$ cat src/rtl/sigmoid_pwl_pkg.sv
package sigmoid_pwl_pkg;

  localparam int NUM_SEG  = 4;
  localparam int NUM_KNEE = NUM_SEG - 1;

  typedef logic [1:0] seg_t;

  // Lower bound of piece idx+1, as a magnitude in LSBs: 1.0, 2.375, 5.0
  function automatic logic [63:0] knee_at(input int idx, input int frac);
    logic [63:0] one;
    one = 64'd1 << frac;
    case (idx)
      0:       knee_at = one;
      1:       knee_at = (64'd19 * one) >> 3;
      default: knee_at = 64'd5 * one;
    endcase
  endfunction

  // Right shift that forms the slope of a piece; -1 marks the flat piece
  function automatic int slope_shift(input int seg);
    case (seg)
      0:       slope_shift = 2;
      1:       slope_shift = 3;
      2:       slope_shift = 5;
      default: slope_shift = -1;
    endcase
  endfunction

  // Intercept of a piece in LSBs: 0.5, 0.625, 0.84375, 1.0
  function automatic logic [63:0] icpt_at(input int seg, input int frac);
    logic [63:0] one;
    one = 64'd1 << frac;
    case (seg)
      0:       icpt_at = one >> 1;
      1:       icpt_at = (64'd5 * one) >> 3;
      2:       icpt_at = (64'd27 * one) >> 5;
      default: icpt_at = one;
    endcase
  endfunction

endpackage

$ cat src/rtl/sigmoid_pwl_knees.sv
module sigmoid_pwl_knees
  import sigmoid_pwl_pkg::*;
#(
  parameter int DATA_W = 32,
  parameter int FRAC_W = 16
) (
  input  logic [DATA_W-1:0]   mag,
  output logic [NUM_KNEE-1:0] knee_hit,
  output seg_t                seg
);

  for (genvar k = 0; k < NUM_KNEE; k++) begin : g_knee
    localparam logic [DATA_W-1:0] KNEE = DATA_W'(knee_at(k, FRAC_W));
    assign knee_hit[k] = (mag >= KNEE);
  end

  // Knees rise with k, so the passed ones form a thermometer code
  always_comb begin
    seg = seg_t'($countones(knee_hit));
  end

endmodule

$ cat src/rtl/sigmoid_pwl_s1.sv
module sigmoid_pwl_s1
  import sigmoid_pwl_pkg::*;
#(
  parameter int DATA_W = 32,
  parameter int FRAC_W = 16
) (
  input  logic                clk,
  input  logic                rst_n,
  input  logic                in_valid,
  input  logic [DATA_W-1:0]   in_x,
  output logic [NUM_KNEE-1:0] knee_hit,
  output logic                s1_valid,
  output logic                s1_neg,
  output seg_t                s1_seg,
  output logic [DATA_W-1:0]   s1_prod,
  output logic [DATA_W-1:0]   s1_icpt
);

  logic              neg_c;
  logic [DATA_W-1:0] mag_c;
  seg_t              seg_c;
  logic [DATA_W-1:0] cand_prod [NUM_SEG];
  logic [DATA_W-1:0] cand_icpt [NUM_SEG];

  assign neg_c = in_x[DATA_W-1];
  // The most negative code gives 2^(DATA_W-1) when read as unsigned
  assign mag_c = neg_c ? (~in_x + 1'b1) : in_x;

  sigmoid_pwl_knees #(.DATA_W(DATA_W), .FRAC_W(FRAC_W)) u_knees (
    .mag      (mag_c),
    .knee_hit (knee_hit),
    .seg      (seg_c)
  );

  for (genvar g = 0; g < NUM_SEG; g++) begin : g_seg
    localparam int SH = slope_shift(g);
    if (SH < 0) begin : g_flat
      assign cand_prod[g] = '0;
    end else begin : g_slope
      assign cand_prod[g] = mag_c >> SH;
    end
    assign cand_icpt[g] = DATA_W'(icpt_at(g, FRAC_W));
  end

  always_ff @(posedge clk) begin
    if (!rst_n) begin
      s1_valid <= 1'b0;
      s1_neg   <= 1'b0;
      s1_seg   <= '0;
      s1_prod  <= '0;
      s1_icpt  <= '0;
    end else begin
      s1_valid <= in_valid;
      if (in_valid) begin
        s1_neg  <= neg_c;
        s1_seg  <= seg_c;
        s1_prod <= cand_prod[seg_c];
        s1_icpt <= cand_icpt[seg_c];
      end
    end
  end

endmodule

$ cat src/rtl/sigmoid_pwl_s2.sv
module sigmoid_pwl_s2
  import sigmoid_pwl_pkg::*;
#(
  parameter int DATA_W = 32,
  parameter int FRAC_W = 16
) (
  input  logic              clk,
  input  logic              rst_n,
  input  logic              s1_valid,
  input  logic              s1_neg,
  input  logic [DATA_W-1:0] s1_prod,
  input  logic [DATA_W-1:0] s1_icpt,
  output logic              out_valid,
  output logic [DATA_W-1:0] out_act
);

  localparam int WIDE_W = DATA_W + 2;
  localparam logic signed [WIDE_W-1:0] ONE_W = WIDE_W'(64'd1 << FRAC_W);

  // Keeps a signed wide value inside the range 0 to ONE
  function automatic logic signed [WIDE_W-1:0] clamp01(input logic signed [WIDE_W-1:0] v);
    if (v < 0)          clamp01 = '0;
    else if (v > ONE_W) clamp01 = ONE_W;
    else                clamp01 = v;
  endfunction

  logic signed [WIDE_W-1:0] sum_c;
  logic signed [WIDE_W-1:0] mirror_c;
  logic signed [WIDE_W-1:0] res_c;

  assign sum_c    = $signed({2'b00, s1_prod}) + $signed({2'b00, s1_icpt});
  assign mirror_c = s1_neg ? (ONE_W - sum_c) : sum_c;
  assign res_c    = clamp01(mirror_c);

  always_ff @(posedge clk) begin
    if (!rst_n) begin
      out_valid <= 1'b0;
      out_act   <= '0;
    end else begin
      out_valid <= s1_valid;
      if (s1_valid) out_act <= res_c[DATA_W-1:0];
    end
  end

endmodule

$ cat src/rtl/sigmoid_pwl.sv
module sigmoid_pwl
  import sigmoid_pwl_pkg::*;
#(
  parameter int DATA_W = 32,
  parameter int FRAC_W = 16
) (
  input  logic              clk,
  input  logic              rst_n,
  input  logic              in_valid,
  input  logic [DATA_W-1:0] in_x,
  output logic              out_valid,
  output logic [DATA_W-1:0] out_act
);

  if (FRAC_W < 5 || DATA_W - FRAC_W < 4) begin : g_bad_cfg
    $error("sigmoid_pwl: needs FRAC_W >= 5 and DATA_W - FRAC_W >= 4");
  end

  logic [NUM_KNEE-1:0] knee_hit;
  logic                s1_valid;
  logic                s1_neg;
  seg_t                s1_seg;
  logic [DATA_W-1:0]   s1_prod;
  logic [DATA_W-1:0]   s1_icpt;

  sigmoid_pwl_s1 #(.DATA_W(DATA_W), .FRAC_W(FRAC_W)) u_s1 (
    .clk      (clk),
    .rst_n    (rst_n),
    .in_valid (in_valid),
    .in_x     (in_x),
    .knee_hit (knee_hit),
    .s1_valid (s1_valid),
    .s1_neg   (s1_neg),
    .s1_seg   (s1_seg),
    .s1_prod  (s1_prod),
    .s1_icpt  (s1_icpt)
  );

  sigmoid_pwl_s2 #(.DATA_W(DATA_W), .FRAC_W(FRAC_W)) u_s2 (
    .clk       (clk),
    .rst_n     (rst_n),
    .s1_valid  (s1_valid),
    .s1_neg    (s1_neg),
    .s1_prod   (s1_prod),
    .s1_icpt   (s1_icpt),
    .out_valid (out_valid),
    .out_act   (out_act)
  );

endmodule

$ cat config.mk
export PLATFORM = sky130hd
export DESIGN_NAME = sigmoid_pwl
export DESIGN_NICKNAME = d
export VERILOG_FILES = /design/src/rtl/sigmoid_pwl_pkg.sv /design/src/rtl/sigmoid_pwl_knees.sv /design/src/rtl/sigmoid_pwl_s1.sv /design/src/rtl/sigmoid_pwl_s2.sv /design/src/rtl/sigmoid_pwl.sv
export SDC_FILE = /design/constraint.sdc
export NUM_CORES = 1
export LEC_CHECK = 0
export BUFFER_PORTS_ARGS = -buffer_cell sky130_fd_sc_hd__buf_2
export CAP_MARGIN = 20
export CORE_ASPECT_RATIO = 0.6
export CORE_UTILIZATION = 40
export CTS_CLUSTER_SIZE = 10
export DETAILED_ROUTE_END_ITERATION = 6
export PLACE_DENSITY = 0.6
export SLEW_MARGIN = 30
export SYNTH_ARGS = -nofsm -noshare
export SYNTH_HDL_FRONTEND = slang
export SYNTH_SLANG_ARGS = --single-unit
$ cat constraint.sdc
create_clock -name clk -period 9.65 [get_ports clk]
set_clock_uncertainty 0.05 [all_clocks]
set_input_delay 2.895 -clock clk [delete_from_list [all_inputs] [get_ports clk]]
set_output_delay 2.895 -clock clk [all_outputs]
set_load 0.1 [all_outputs]
==> reports/metrics.yaml, run 1 <==
status: "finished with violations"
violations: "DRC"
critPathRequiredTime_ns: 9.81
io_buffers: 67
maxCapViolations: 0
synthTopCellsByArea: "dfxtp_1, xor2_1, o21ai_0, nor2_1, xnor2_1"
core-area_um2: 12100
synth_top_area_frac: 0.276
cts_resized: 0
ys_top_cells_by_count: "dfxtp_1, nor2_1, nand2_1"
grt_max_degree: 35
cts_root_buf: "clkbuf_16"
synth_ff_type: "dfxtp_1"
drt-total-wl_mm: 14.0
diodes: 0
yosysWarningCount: 0
worstMarginPinSlew_ns: 0.906
grt_use_total: 0.222
cp_cell_sequence: "buf_2 > or4_1 > nor4_1 > nand4_1 > o41ai_1 > xor2_1 > nand4_1 > nor4_2 > nand2_1 > a21oi_1 > fa_1 > buf_4 > mux2_2 > a222oi_1 > nor2_1"
synth_top_area_cell: "dfxtp_1"
power.density_nw_per_um2: 127
post-route-period-util: 0.851
die_h_um: 88.7
grt_antenna_before_repair: 0
grt_pass1_wl_mm: 22.9
cp_common_cell: "nand4_1"
worstHoldPathType: "reg2reg"
start_util: 0.412
clock_sinks: 69
num_rows: 31
drc: 4
clk_latency_ns: 0.33
finalNetCount: 734
synth.most_common_cell: "dfxtp_1"
critPathSlowestCell: "nor4_1"
n_fill_cell: 1198
avgRoutedWirePerCell_um: 16.3
pre_cts_slack_ns: 1.33
via_count: 4984
grt_overflow: 0
vias_per_cell: 5.81
clk_path_buf_depth: 2
relSlewSlack: 0.390
maxSlewViolCount: 0
criticalPathCategory: "in2reg"
cp.arrival_ns: 8.38
htreeDepth: 3
place.detailed.hpwl_mm: 10.9
cp-start-kind: "input pin"
async_reset_ff_frac: 0
clk_pin_slew_ns: 0.05
yosysSeqAreaShare: 0.276
peakVddDrop_mv: 0.0917
syn_area_per_cell_um2: 7.73
worstSetupEndpointType: "register"
synth.distinct_cells: 70
finalSetupTns_ns: 0
hold_viol_final: 0
cts_tree: "yes"
drtIter0Drc: 358
power.leakage_uw: 0.00222
max_freq_mhz: 122
fin_crit_ns: 8.22
cp_max_fo: 31
post_cts_buffers: 0
syn2layout_area_growth_pct: 14.4
synthCells: 648
rsz0062_at_grt: "false"
finalSetupViolCount: 0
gp_congestion: 0.844
chipWidth_um: 146
final_util: 0.472
dieArea_um2: 13000
numCtsBuffers: 9
grt_pass1_vias: 4548
ant_nets: 0
max_stage_delay_ns: 0.76
first_pass_iters: 7
cts_hold_buf: 0
syn-cell-area_um2: 5010
synth_edf_count: 0
ys_seq_elements: 69
ios: 68
setup_ws_ns: 1.43
synth_nets: 694
drive_above_1_share: 0.163
==> critical path: cells and delay by family <==
family,cells,cell delay (ns)
compound gates,3,1.15
xor+xnor,1,0.25
fa+ha+maj,1,0.66
buf+inv,2,0.56
mux,1,0.37
simple gates,7,2.48
==> placed cells by master (no fill, tap or decap), types with 4 or more instances in the layout <==
| cell | Yosys | routed |
|---|---|---|
| or2_2 | 5 | 5 |
| a222oi_1 | 12 | 12 |
| o41ai_1 | 8 | 8 |
| dfxtp_1 | 69 | 69 |
| o21ai_0 | 49 | 49 |
| or3_1 | 17 | 17 |
| buf_2 | 3 | 68 |
| clkbuf_16 | 0 | 9 |
| buf_4 | 0 | 4 |
| nand2_1 | 61 | 61 |
| nand2b_1 | 7 | 7 |
| a211oi_1 | 5 | 5 |
| xor2_1 | 34 | 34 |
| nand4_1 | 26 | 26 |
| and3_1 | 9 | 9 |
| a31oi_1 | 7 | 7 |
| or4_1 | 6 | 6 |
| xnor2_1 | 27 | 27 |
| nand3_1 | 9 | 9 |
| mux2_2 | 6 | 6 |
| mux2i_1 | 8 | 8 |
| inv_1 | 10 | 9 |
| ha_1 | 9 | 9 |
| and2_1 | 16 | 16 |
| o31ai_1 | 15 | 15 |
| nor4_1 | 5 | 5 |
| a221oi_1 | 4 | 4 |
| a21oi_1 | 34 | 34 |
| o211ai_1 | 11 | 11 |
| nor2_1 | 64 | 64 |
| nor2b_1 | 5 | 5 |
| a22oi_1 | 5 | 5 |
| nor3_1 | 11 | 11 |
==> worst paths after layout <==
path / startpoint / end / slack (ns) / depth (start not counted)
worst min-delay path: u_s2.out_act[2] / u_s2.out_act[2] / 0.39 / 2
worst max-delay path: in_x[4] / u_s1.s1_prod[11] / 1.43 / 15
worst min register to register: u_s2.out_act[2] / u_s2.out_act[2] / 0.39 / 2
worst max register to register: u_s1.s1_icpt[14] / u_s2.out_act[16] / 5.58 / 10
==> cells by family after synthesis <==
logic type                 after synthesis  share of synthesized area
AOI/OAI and AO/OA                      178                      0.242
xor gates and xnor gates                62                      0.110
adders and majority gates               11                     0.0305
buffers and inverters                   54                     0.0415
DFF                                     69                      0.276
muxes                                   14                     0.0295
and+or+nand+nor                        260                      0.271
==> power breakdown <==
group / internal, µW / switching, µW / total (µW)
sequential: 287 / 3.35 / 291
clock: 221 / 118 / 339
combinational: 30.4 / 65.8 / 96.2
==> layer usage <==
layer  vias up  GRT usage  routed length (µm)
met5         -          0                   0
met4         0     0.0455                 114
met3        11     0.0433                 663
met2       126      0.350                5780
met1      2355      0.315                7460
li1       2492          -                   -
==> through the flow <==
| stage | instance area [µm²] | hold WS [ns] | std cells | total power, µW |
|---|---|---|---|---|
| floorplan | 5010 | 0.395 | 648 | 361 |
| global placement | 5410 | 0.387 | 841 | 389 |
| detailed placement | 5420 | 0.389 | 842 | 392 |
| CTS | 5730 | 0.400 | 858 | 733 |
| global route | 5730 | 0.419 | 858 | 753 |
| finish | 5730 | 0.394 | 858 | 726 |
==> sequential cells by signal, indices dropped and copies added (netlist names) <==
register / count
u_s1.s1_icpt: 4
u_s1.s1_neg: 1
u_s1.s1_prod: 30
u_s1.s1_valid: 1
u_s2.out_act: 32
u_s2.out_valid: 1
==> area by class of cell <==
| cell class | count | area [µm²] | share of cell area |
|---|---|---|---|
| multi-input cells | 525 | 3420 | 0.596 |
| flip-flops and latches | 69 | 1380 | 0.241 |
| repair buffers | 72 | 370 | 0.0646 |
| clock buffers | 13 | 270 | 0.0472 |
| well taps | 165 | 206 | 0.0360 |
| clock inverters | 3 | 42.5 | 0.00743 |
| inverters | 11 | 41.3 | 0.00721 |
No activity file was read; power rests on OpenSTA's default activity.
==> inputs of run 2 (changes only) <==
--- a/config.mk
+++ b/config.mk
@@ -12,6 +12,7 @@
 export CTS_CLUSTER_SIZE = 10
 export DETAILED_ROUTE_END_ITERATION = 6
 export PLACE_DENSITY = 0.6
+export RECOVER_POWER = 50
 export SLEW_MARGIN = 30
 export SYNTH_ARGS = -nofsm -noshare
 export SYNTH_HDL_FRONTEND = slang
==> run 2 against run 1 <==
The flow still finishes with violations (DRC). Wire length fell by 0.33%. Non-clock buffer count did not move. Critical path depth did not move. Final cell count did not move.
==> reports/metrics.yaml, run 2 (same netlist as run 1, synthesis figures left out) <==
status: "finished with violations"
violations: "DRC"
cp-start-kind: "input pin"
n_fill_cell: 1210  # +1.0%
intPower_uw: 538  # -0.13%
num_rows: 31  # unchanged
place.detailed.hpwl_mm: 10.9  # unchanged
ios: 68  # unchanged
drtIter0Drc: 351  # -2.0%
maxCapViolations: 0  # unchanged
worstReg2RegEnd: "u_s2.out_act[16]"
dieArea_um2: 13000  # unchanged
worstHoldPathType: "reg2reg"
cts_hold_buf: 0  # unchanged
fin_crit_ns: 8.27  # +0.0506 ns
grt_pass1_wl_mm: 22.9  # unchanged
rsz0062_at_grt: "false"
first_pass_iters: 7  # unchanged
seqCellArea_um2: 1380  # unchanged
drive_above_1_share: 0.111  # -0.0519
peakVddDrop_mv: 0.0916  # about the same
grt_antenna_before_repair: 0  # unchanged
worstMarginPinSlew_ns: 1.46  # +0.555 ns
top_regs: "u_s2.out_act (32), u_s1.s1_prod (30), u_s1.s1_icpt (4)"
comb_power_share: 0.132  # about the same
final_common_cell: "dfxtp_1"
cts_root_buf: "clkbuf_16"
finalNetCount: 734  # unchanged
finalPower_uw: 725  # -0.18%
multiInputGateArea_um2: 3420  # unchanged
ant_nets: 0  # unchanged
min_from: "u_s2.out_act[2]"
start_util: 0.412  # unchanged
rr_startpoint: "u_s1.s1_icpt[14]"
power.density_nw_per_um2: 128  # +0.70%
grt_overflow: 0  # unchanged
io_buffers: 67  # unchanged
grt_max_degree: 35  # unchanged
rrSetupSlack_ns: 5.54  # -0.04 ns
clockPowerShare: 0.467  # about the same
post_cts_buffers: 0  # unchanged
chipWidth_um: 146  # unchanged
p_sw_frac: 0.258  # -0.000336
post-route-period-util: 0.857  # +0.00524
die_h_um: 88.7  # unchanged
critPathRequiredTime_ns: 9.76  # -0.05 ns
gp_congestion: 0.844  # unchanged
max_flop_register: "u_s2.out_act"
largest_register_ffs: 32  # unchanged
cp_max_fo: 31  # unchanged
p_seq_frac: 0.401  # about the same
finalSetupTns_ns: 0  # unchanged
via_count: 4979  # -0.10%
layout_common_cells: "dfxtp_1, nor2_1, nand2_1"
drc: 4  # unchanged
hold_end: "u_s2.out_act[2]"
min_path_cells: 2  # unchanged
finalSetupViolCount: 0  # unchanged
clk_pin_slew_ns: 0.05  # about the same
cts_tree: "yes"
grt_use_total: 0.222  # unchanged
power_switching_uw: 187  # -0.31%
criticalPathCategory: "in2reg"
power.leakage_uw: 0.00205  # -7.4%
clock_sinks: 69  # unchanged
maxSlewViolCount: 0  # unchanged
numCtsBuffers: 9  # unchanged
worstSetupEndpointType: "register"
clk_latency_ns: 0.33  # about the same
cts_resized: 0  # unchanged
drt-total-wl_mm: 14.0  # -0.33%
hold_viol_final: 0  # unchanged
clk_path_buf_depth: 2  # unchanged
vias_per_cell: 5.80  # -0.10%
reg2reg_depth: 10  # unchanged
cp.arrival_ns: 8.37  # about the same
max_freq_mhz: 121  # -0.61%
htreeDepth: 3  # unchanged
diodes: 0  # unchanged
relSlewSlack: 0.0258  # -0.364
avgRoutedWirePerCell_um: 16.3  # -0.33%
core-area_um2: 12100  # unchanged
grt_pass1_vias: 4548  # unchanged
syn2layout_area_growth_pct: 13.4
run 2: cell count changes in the layout (fill, tap and decap cells not counted):
cell and change:
buf_2 -34, and2_1 -8, and2_0 +8, buf_4 -2, clkbuf_1 +36
run 2: through the flow:
step	setup slack, ns	hold slack [ns]	area (µm²)	util	instances
global placement	1.53	0.387	5410	0.446	841
CTS	1.64	0.400	5730	0.472	858
global route	1.12	0.421	5680	0.468	858
finish	1.38	0.398	5680	0.468	858
detailed placement	1.33	0.389	5420	0.446	842
floorplan	2.41	0.395	5010	-	648
run 2: cell type report:
type,instances,area share
Inverter,11,0.00727
Clock inverter,3,0.00749
Tap cell,165,0.0364
Multi-Input combinational cell,525,0.602
Timing Repair Buffer,72,0.0564
Clock buffer,13,0.0476
Sequential cell,69,0.243
run 2: critical path: stages:
cell	delay, ns
buf_2	0.13
or4_1	0.54
nor4_1	0.75
nand4_1	0.45
o41ai_1	0.71
xor2_1	0.25
nand4_1	0.14
nor4_2	0.37
nand2_1	0.14
a21oi_1	0.19
fa_1	0.67
buf_4	0.43
mux2_2	0.37
a222oi_1	0.25
nor2_1	0.08
run 2: power by group through the flow:
stage | logic (µW) | clock network (µW) | registers, µW
after floorplan | 60.5 | 0 | 301
after detailed placement | 94.8 | 0 | 297
final | 95.6 | 338 | 291
after global placement | 92.8 | 0 | 297
after global routing | 105 | 356 | 291
after CTS | 95.1 | 347 | 291
run 2: worst max-delay path by stage:
stage / startpoint / end / cells past startpoint
2_1_floorplan: in_x[4] / u_s1.s1_prod[15] / 17
6_report: in_x[4] / u_s1.s1_prod[11] / 15
3_5_place_dp: in_x[4] / u_s1.s1_prod[11] / 15
5_1_grt: in_x[4] / u_s1.s1_prod[10] / 15
3_3_place_gp: in_x[4] / u_s1.s1_prod[10] / 15
4_1_cts: in_x[4] / u_s1.s1_prod[11] / 15
run 2: layer usage:
metal / global-route usage / routed length [µm] / vias up
met5: 0 / 0 / -
met4: 0.0455 / 120 / 0
met3: 0.0433 / 726 / 10
met2: 0.350 / 5760 / 121
met1: 0.315 / 7360 / 2353
li1: - / - / 2495
